File: src/rtl/ilv_pkg.sv
package ilv_pkg;
  // Per-cycle strobes from control to datapath
  typedef struct packed {
    logic toA;    // accepted input beat goes to channel A
    logic toB;    // accepted input beat goes to channel B
    logic take;   // joiner consumes a beat this cycle
    logic takeB;  // joiner source is channel B
  } ilv_strobe_t;
endpackage

File: src/rtl/ilv_pattern.sv
module ilv_pattern #(
  parameter int ORDER = 13
) (
  input  logic [2*ORDER-1:0] idx,
  output logic               chan
);
  // Each base-4 digit above the lowest flips Q/R when it is 1 or 2;
  // the lowest digit picks A (0,1) or B (2,3) inside the base pattern.
  logic [ORDER-1:0] term;

  genvar j;
  generate
    for (j = 0; j < ORDER; j++) begin : g_digit
      if (j == 0) begin : g_leaf
        assign term[j] = idx[1];
      end else begin : g_flip
        assign term[j] = idx[2*j] ^ idx[2*j+1];
      end
    end
  endgenerate

  assign chan = ^term;
endmodule

File: src/rtl/ilv_ctrl.sv
module ilv_ctrl
  import ilv_pkg::*;
#(
  parameter int ORDER = 13,
  parameter int BEATS = 8
) (
  input  logic                clk,
  input  logic                rstN,
  input  logic                inValid,
  input  logic                mAValid,
  input  logic                mBValid,
  output ilv_strobe_t         strb,
  output logic [2*ORDER-1:0]  aBlkCnt,
  output logic [2*ORDER-1:0]  bBlkCnt,
  output logic [2*ORDER-1:0]  mergeBlkCnt,
  output logic                mAReady,
  output logic                mBReady
);
  localparam int IDX_W  = 2 * ORDER;
  localparam int BEAT_W = (BEATS > 1) ? $clog2(BEATS) : 1;
  localparam logic [BEAT_W-1:0] LAST_BEAT = BEAT_W'(BEATS - 1);

  logic [BEAT_W-1:0] inBeat;
  logic [BEAT_W-1:0] mBeat;
  logic [IDX_W-1:0]  inBlk;
  logic              demuxChan;
  logic              mergeChan;
  logic              inLast;
  logic              mLast;

  ilv_pattern #(.ORDER(ORDER)) u_demuxPat (.idx(inBlk),       .chan(demuxChan));
  ilv_pattern #(.ORDER(ORDER)) u_mergePat (.idx(mergeBlkCnt), .chan(mergeChan));

  assign inLast = (inBeat == LAST_BEAT);
  assign mLast  = (mBeat == LAST_BEAT);

  always_comb begin
    strb.toA   = inValid & ~demuxChan;
    strb.toB   = inValid &  demuxChan;
    strb.takeB = mergeChan;
    strb.take  = mergeChan ? mBValid : mAValid;
  end

  assign mAReady = ~mergeChan;
  assign mBReady =  mergeChan;

  // Splitter counters
  always_ff @(posedge clk) begin
    if (!rstN) begin
      inBeat  <= '0;
      inBlk   <= '0;
      aBlkCnt <= '0;
      bBlkCnt <= '0;
    end else if (inValid) begin
      inBeat <= inLast ? '0 : inBeat + 1'b1;
      if (inLast) begin
        inBlk <= inBlk + 1'b1;
        if (demuxChan) bBlkCnt <= bBlkCnt + 1'b1;
        else           aBlkCnt <= aBlkCnt + 1'b1;
      end
    end
  end

  // Joiner counters
  always_ff @(posedge clk) begin
    if (!rstN) begin
      mBeat       <= '0;
      mergeBlkCnt <= '0;
    end else if (strb.take) begin
      mBeat <= mLast ? '0 : mBeat + 1'b1;
      if (mLast) mergeBlkCnt <= mergeBlkCnt + 1'b1;
    end
  end


  demux_blk_chan_chk: assert property (@(posedge clk) disable iff (!rstN)
    (inBeat != '0) |-> $stable(demuxChan));


  a_cnt_step_chk: assert property (@(posedge clk) disable iff (!rstN)
    (aBlkCnt != $past(aBlkCnt)) |-> $past(strb.toA && inLast));


  b_cnt_step_chk: assert property (@(posedge clk) disable iff (!rstN)
    (bBlkCnt != $past(bBlkCnt)) |-> $past(strb.toB && inLast));


  merge_hold_chk: assert property (@(posedge clk) disable iff (!rstN)
    !(mergeChan ? mBValid : mAValid) |=> $stable(mergeBlkCnt) && $stable(mBeat));
endmodule

File: src/rtl/ilv_datapath.sv
module ilv_datapath
  import ilv_pkg::*;
#(
  parameter int ORDER  = 13,
  parameter int DATA_W = 64
) (
  input  logic                clk,
  input  logic                rstN,
  input  ilv_strobe_t         strb,
  input  logic [DATA_W-1:0]   inData,
  input  logic [DATA_W-1:0]   mAData,
  input  logic [DATA_W-1:0]   mBData,
  input  logic [2*ORDER-1:0]  aBlkCnt,
  input  logic [2*ORDER-1:0]  bBlkCnt,
  input  logic [2*ORDER-1:0]  mergeBlkCnt,
  output logic                aValid,
  output logic [DATA_W-1:0]   aData,
  output logic [2*ORDER-1:0]  aBlk,
  output logic                bValid,
  output logic [DATA_W-1:0]   bData,
  output logic [2*ORDER-1:0]  bBlk,
  output logic                outValid,
  output logic [DATA_W-1:0]   outData,
  output logic [2*ORDER-1:0]  outBlk
);
  always_ff @(posedge clk) begin
    if (!rstN) begin
      aValid <= 1'b0;
      aData  <= '0;
      aBlk   <= '0;
    end else begin
      aValid <= strb.toA;
      if (strb.toA) begin
        aData <= inData;
        aBlk  <= aBlkCnt;
      end
    end
  end

  always_ff @(posedge clk) begin
    if (!rstN) begin
      bValid <= 1'b0;
      bData  <= '0;
      bBlk   <= '0;
    end else begin
      bValid <= strb.toB;
      if (strb.toB) begin
        bData <= inData;
        bBlk  <= bBlkCnt;
      end
    end
  end

  always_ff @(posedge clk) begin
    if (!rstN) begin
      outValid <= 1'b0;
      outData  <= '0;
      outBlk   <= '0;
    end else begin
      outValid <= strb.take;
      if (strb.take) begin
        outData <= strb.takeB ? mBData : mAData;
        outBlk  <= mergeBlkCnt;
      end
    end
  end


  demux_excl_chk: assert property (@(posedge clk) disable iff (!rstN)
    $onehot0({aValid, bValid}));
endmodule

File: src/rtl/ilv_channel_router.sv
module ilv_channel_router
  import ilv_pkg::*;
#(
  parameter int ORDER  = 13,
  parameter int DATA_W = 64
) (
  input  logic                clk,
  input  logic                rstN,
  input  logic [2*ORDER-1:0]  lookupIdx,
  output logic                lookupChan,
  input  logic                inValid,
  input  logic [DATA_W-1:0]   inData,
  output logic                aValid,
  output logic [DATA_W-1:0]   aData,
  output logic [2*ORDER-1:0]  aBlk,
  output logic                bValid,
  output logic [DATA_W-1:0]   bData,
  output logic [2*ORDER-1:0]  bBlk,
  input  logic                mAValid,
  input  logic [DATA_W-1:0]   mAData,
  output logic                mAReady,
  input  logic                mBValid,
  input  logic [DATA_W-1:0]   mBData,
  output logic                mBReady,
  output logic                outValid,
  output logic [DATA_W-1:0]   outData,
  output logic [2*ORDER-1:0]  outBlk
);
  localparam int IDX_W = 2 * ORDER;
  localparam int BEATS = 512 / DATA_W;

  ilv_strobe_t      strb;
  logic [IDX_W-1:0] aBlkCnt;
  logic [IDX_W-1:0] bBlkCnt;
  logic [IDX_W-1:0] mergeBlkCnt;

  ilv_pattern #(.ORDER(ORDER)) u_lookupPat (.idx(lookupIdx), .chan(lookupChan));

  ilv_ctrl #(.ORDER(ORDER), .BEATS(BEATS)) u_ctrl (
    .clk(clk), .rstN(rstN), .inValid(inValid),
    .mAValid(mAValid), .mBValid(mBValid), .strb(strb),
    .aBlkCnt(aBlkCnt), .bBlkCnt(bBlkCnt), .mergeBlkCnt(mergeBlkCnt),
    .mAReady(mAReady), .mBReady(mBReady)
  );

  ilv_datapath #(.ORDER(ORDER), .DATA_W(DATA_W)) u_datapath (
    .clk(clk), .rstN(rstN), .strb(strb), .inData(inData),
    .mAData(mAData), .mBData(mBData),
    .aBlkCnt(aBlkCnt), .bBlkCnt(bBlkCnt), .mergeBlkCnt(mergeBlkCnt),
    .aValid(aValid), .aData(aData), .aBlk(aBlk),
    .bValid(bValid), .bData(bData), .bBlk(bBlk),
    .outValid(outValid), .outData(outData), .outBlk(outBlk)
  );


  out_src_valid_chk: assert property (@(posedge clk) disable iff (!rstN)
    outValid |-> $past(mAReady ? mAValid : mBValid));


  out_data_src_chk: assert property (@(posedge clk) disable iff (!rstN)
    outValid |-> (outData == $past(mAReady ? mAData : mBData)));
endmodule

File: config.mk
export PLATFORM = sky130hd
export DESIGN_NAME = ilv_channel_router
export DESIGN_NICKNAME = d
export VERILOG_FILES = /design/src/rtl/ilv_pkg.sv /design/src/rtl/ilv_pattern.sv /design/src/rtl/ilv_ctrl.sv /design/src/rtl/ilv_datapath.sv /design/src/rtl/ilv_channel_router.sv
export SDC_FILE = /design/constraint.sdc
export NUM_CORES = 1
export LEC_CHECK = 0
export BUFFER_PORTS_ARGS = -buffer_cell sky130_fd_sc_hd__clkbuf_2
export CORE_AREA = 2 2 193 195
export DETAILED_ROUTE_END_ITERATION = 8
export DIE_AREA = 0 0 195 197
export PLACE_DENSITY = 0.72
export SLEW_MARGIN = 5
export SYNTH_ARGS = -nofsm -noshare
export SYNTH_HDL_FRONTEND = slang
export SYNTH_HIERARCHICAL = 1
export SYNTH_SLANG_ARGS = --single-unit
export TNS_END_PERCENT = 50
File: constraint.sdc
create_clock -name clk -period 3.8 [get_ports clk]
set_input_delay 0.57 -clock clk [delete_from_list [all_inputs] [get_ports clk]]
set_output_delay 0.57 -clock clk [all_outputs]
set_load 0.03 [all_outputs]
==> Word level (Yosys, flattened, before mapping) <==
Cells that the tools add are included.
{ "word_totals": {"ff_bits": 383, "inputBits": 223, "out_inout_bits": 276, "word_cells": 74} }
{ "classes": {"addsub": 6, "n_eq_ne": 2, "mux": 4, "bitwise_logic": 40, "n_reduce_logical": 7} }
{ "ops": {"columns": ["cell", "n"], "rows": [
  ["26-bit by 1-bit adder with 26-bit output (second input constant)", 4],
  ["64-bit 2-to-1 mux", 1],
  ["13-bit parity", 3],
  ["1-bit bitwise XOR", 36],
  ["3-bit by 1-bit adder with 3-bit output (second input constant)", 2],
  ["3-bit == test (second input constant)", 2],
  ["3-bit 2-to-1 mux", 2],
  ["3-bit AND reduction", 2],
  ["2-bit AND reduction", 2],
  ["1-bit AND", 2],
  ["1-bit NOT", 2],
  ["1-bit 2-to-1 mux", 1]
]} }

==> Longest topological paths before layout <==
{ "depth": {"ltp_word": 4, "ltp_mapped": 11, "ltp_nobuf": 9} }

==> Modules after synthesis <==
The synthesis kept the hierarchy.
{ "by_module_without_submodules": {"columns": ["mod", "n_inst", "cells_each", "area_each_um2", "seq_area_each_um2"], "rows": [
  ["ilv_datapath", 1, 954, 10665.2, 5465.2],
  ["ilv_ctrl", 1, 608, 5157.4, 2202.1],
  ["ilv_pattern", 3, 22, 227.7, 0.0]
]} }

==> Worst setup path after synthesis <==
Ideal clock, no wire load.
{ "synth_path": {"path_kind": "reg2reg", "from": "register u_ctrl.mergeBlkCnt[22]", "to": "register u_ctrl.mergeBlkCnt[16]", "setup_ns": 0.070, "arrival_time_ns": 2.950, "t_required_ns": 3.730, "path_slack_ns": 0.779, "path_stages_with_launch": 10, "n_path_buf": 1, "period_less_slack_ns": 3.021, "cell_sequence": "dfxtp_1 xnor2_1 xnor2_1 xnor3_1 xnor3_1 mux2i_1 or4b_1 clkbuf_1 or4_1 a21oi_1"} }
{ "synth_between": {"elab_chain_cells": 4} }
{ "synth_rtl": {"columns": ["item", "line", "text"], "rows": [
  ["start: declaration", "ilv_ctrl.sv:15", "output logic [2*ORDER-1:0] mergeBlkCnt,"],
  ["start signal: assignment", "ilv_ctrl.sv:71", "if (mLast) mergeBlkCnt <= mergeBlkCnt + 1'b1;"],
  ["1-bit bitwise XOR", "ilv_pattern.sv:17", "assign term[j] = idx[2*j] ^ idx[2*j+1];"],
  ["13-bit parity", "ilv_pattern.sv:22", "assign chan = ^term;"],
  ["named net mBReady", "ilv_channel_router.sv:24", "output logic mBReady,"],
  ["1-bit 2-to-1 mux", "ilv_ctrl.sv:41", "strb.take = mergeChan ? mBValid : mAValid;"],
  ["2-bit AND reduction (no source line)", null, null]
]} }
The timed path passes the listed nets, and every way through them passes these cells.
A chain may end at the register's enable or synchronous reset.

==> Worst setup path after layout <==
{ "layout_path": {"from": "register u_ctrl.mergeBlkCnt[22]", "to": "output port mBReady"} }
{ "layout_between": {"elab_chain_cells": 2} }
{ "layout_rtl": {"columns": ["item", "line"], "rows": [
  ["1-bit bitwise XOR", "ilv_pattern.sv:17"],
  ["13-bit parity", "ilv_pattern.sv:22"],
  ["end: declaration", "ilv_channel_router.sv:24"]
]} }
No other way between the ends.

==> run summary <==
The tools report the buffer depth of the longest clock path as 3. The total of warnings raised by yosys is 6. The startpoint type of the worst setup path is a flop. The worst setup path is of the reg2out kind. For the global router's overall resource usage, the log shows 21.0%. In the final layout, the registers with the most flip-flops are u_datapath/aData (64), u_datapath/bData (64), u_datapath/outData (64). Number of clock sinks seen by CTS: 383.

Setup repair after global routing left no endpoint under its margin. After global routing the overflow that remains totals 0. The number of register bits inferred by synthesis works out to 383.

The number of CTS-inserted buffers is 42. The hold-critical path endpoint is u_datapath/aData[10]. The tools report the number of nets in the synthesized netlist as 1859. Traced cell by cell, the critical path runs through xnor2_1, xnor2_1, xnor3_1, xnor3_4, buf_4, clkbuf_2.

The tools report the top-level port count as 499. Setup violations remaining at the end of the flow were counted as 0. The first-iteration detailed-routing DRC count came out at 544.

Once the floorplan was initialized, standard cells occupied 45.5% of the core. The post-synth design cell area was 0.0165 mm^2; the floorplan die width was 195 um. The required time of the critical path was 3230 ps.

In the final timing run, aggregate negative setup slack is 0 ps. Port buffering added 497 buffers. The tools report the source-to-sink clock delay at the later pin of the worst-skew pair as 540 ps. The element type at the critical path end was a primary output. Number of iterations in the first detailed-routing pass: 5.

For the half-perimeter wire length after placement, the log shows 30800 um. In the layout the commonest cells are 496 x sky130_fd_sc_hd__clkbuf_2, 383 x sky130_fd_sc_hd__dfxtp_1, 279 x sky130_fd_sc_hd__mux2i_1. The worst register-to-register path ends at u_ctrl/mergeBlkCnt[16]. The fraction of synthesis flops using an asynchronous set or reset pin came out at 0%.

The floorplan core area is 0.0363 mm^2. Clock-pin slew was measured on the worst setup and hold paths at 60 ps. Along the worst hold path, the cell count comes to 3.

The most used flip-flop cell after synthesis is sky130_fd_sc_hd__dfxtp_1. The tools report the cell count after synthesis as 1628. The path class of the tightest hold or removal check is in2reg. The final worst-path cycle share is 85.1%, and the mux contribution to synthesized area is 16.9%.

The wire length after detailed routing came out at 42800 um. The flow ran to the end, and the final reports show no timing, DRC or antenna violations. The count of distinct cell types in the synthesized netlist is 42, and the post-synthesis share of cell area spent on full adders, half adders and majority gates is 0.606%. The tool flagged a number of max-cap violations equal to 0. The startpoint identified for the worst register-to-register timing path is u_ctrl/mergeBlkCnt[22]. In the final routed layout, each cell accounts on average for 16.6 um. The number of antenna violations at the first check in global routing is 1. The startpoint of the worst hold path is inData[10]. In this design, the stage delay of the slowest critical-path cell is 440 ps. Leakage dissipation: 8.34 nW. The worst pin sits at a relative slew slack of 51.6%. The layout overhead on the synthesized area is 24.2%.

The synthesized netlist devotes 17.2% of its cell area to simple gates. The clock period minus final worst setup slack was 3230 ps; the final number of hold-violating endpoints was 0. In this design, the critical path's most frequently occurring cell is sky130_fd_sc_hd__xnor2_1.

The tools report the via count of the first global-routing pass as 12.9k. The maximum fanout along the worst path was 23; the area of the die was 0.0384 mm^2. By area, the combinational part of the netlist is dominated by simple AND/OR/NAND/NOR gates.

In this run the register-to-register setup slack is 610 ps. Total power for the finished layout comes to 0.00906 W. The cell at the root of the clock tree is sky130_fd_sc_hd__clkbuf_16. The detail route stage leaves a number of antenna-violating nets equal to 0.

The share of the yosys chip area belonging to registers is 46.5%. At the end of the flow, the number of nets in the layout was 2311. Each instance of the synthesized netlist takes up on average 10.1 um^2. Post-CTS timing repair inserted 0 buffers for setup. Using the TritonRoute via totals, the vias-per-cell ratio works out to 5.15. Gates resized during post-CTS repair numbered 0. Counting flops with a built-in enable in the synthesized netlist gives 0.

The detailed router placed 13.3k vias in this run. The transition time at the pin with the least slew margin is 726 ps. The largest net degree at the start of global routing is 128, and the power per unit of standard cell area is 442 mW/mm^2.

First-pass GRT wire length: 66000 um. The slowest stage of the critical path is the sky130_fd_sc_hd__xnor3_1 cell. Cells with a size suffix above 1 make up 28.3% of the layout. For the worst flop-to-flop path, the logic depth is 9. The die boundary height is 197 um, and the number of placement rows is 70. CTS built an H-tree with a depth of 2. The library cell used most frequently in the layout, excluding fill and tap cells, is sky130_fd_sc_hd__clkbuf_2.

The hold-fix buffer count after cts was 0; the share of the synthesized area in compound gates (AO/OA/AOI/OAI) was 8.31%. For the number of DRC violations after detailed routing, the log shows 0. The global placer's final weighted congestion is 0.831, and the peak supply drop is 0.363 mV. Summing the areas of all xor and xnor instances in the mapped netlist gives 6.00% of the synthesized area. Number of pins exceeding their max-slew limit in the final report: 0. The clock arrives with 19.2 ps of skew. For the worst setup path, the data arrival time is 2660 ps.

TritonCTS built the clock tree. Derived from the worst setup path, the maximum achievable clock frequency is 0.309 GHz.
metal layers:
metal  GRT usage, %  vias to the layer above  wire (um)
met3           5.46                      113       2880
met4           10.7                        0       2110
li1               -                     6618          -
met1           23.6                     6124      17000
met2           36.8                      428      20800
met5              0                        -          0
final cells by class:
type | instances | area, um^2
clock buffer | 60 | 1220
multi-input combinational | 1123 | 8110
antenna | 1 | 2.50
timing repair buffer | 517 | 2690
fill | 3202 | 15800
inverter | 13 | 51.3
tap | 468 | 586
sequential | 383 | 7670
clock inverter | 14 | 171
synthesized netlist by cell type (all sizes together), types with 11 or more instances:
cell    instances  area, um^2
xnor2          66         601
nand2          46         173
nor2           41         154
dfxtp         383        7670
clkbuf         46         173
xor2           29         254
and4           15         133
buf            63         526
a21oi         129         646
o31ai          33         248
and3           11        70.1
o21ai          89         445
nand4          27         175
or4            35         263
mux2i         279        2790
or3            24         150
nand3          38         190
inv            13        48.8
nor2b         206        1290
through the flow:
step	setup slack (ps)	util, %	std cells	cell area [um^2]	hold slack [ps]
5_1_grt	344	56.5	2579	20500	303
2_1_floorplan	779	-	1628	16500	436
6_report	566	56.5	2579	20500	307
4_1_cts	522	56.5	2578	20500	276
3_3_place_gp	680	52.7	2504	19100	448
3_5_place_dp	624	52.7	2504	19100	450
worst max-delay path, delay by kind of cell (launching register included):
| family | cells | cell delay, ps |
|---|---|---|
| xor gates and xnor gates | 4 | 1060 |
| buffers and inverters | 2 | 660 |
| DFF | 1 | 420 |
kinds of logic after synthesis:
kind of cell               count (synthesis)
muxes                                    279
and+or+nand+nor                          480
AOI/OAI and AO/OA                        255
buffers and inverters                    122
DFF                                      383
adders and majority gates                  8
xor gates and xnor gates                 101
worst max path at each step:
stage / startpoint / to / slack (ps) / cells after the start
2_1_floorplan: u_ctrl/mergeBlkCnt[22] / u_ctrl/mergeBlkCnt[16] / 780 / 9
3_3_place_gp: u_ctrl/inBlk[22] / u_ctrl/aBlkCnt[11] / 680 / 8
3_5_place_dp: u_ctrl/inBlk[22] / u_ctrl/aBlkCnt[15] / 620 / 8
4_1_cts: u_ctrl/mergeBlkCnt[22] / mBReady / 520 / 6
5_1_grt: u_ctrl/inBlk[22] / u_ctrl/aBlkCnt[11] / 340 / 8
6_report: u_ctrl/mergeBlkCnt[22] / mBReady / 570 / 6
power by group:
part / leakage (nW) / switching, W / total, W / internal, W
sequential: 3.11 / 0.0000479 / 0.00416 / 0.00411
combinational: 4.53 / 0.000522 / 0.000854 / 0.000331
clock: 0.690 / 0.00161 / 0.00405 / 0.00244
Power figures use the tool's default switching activity.
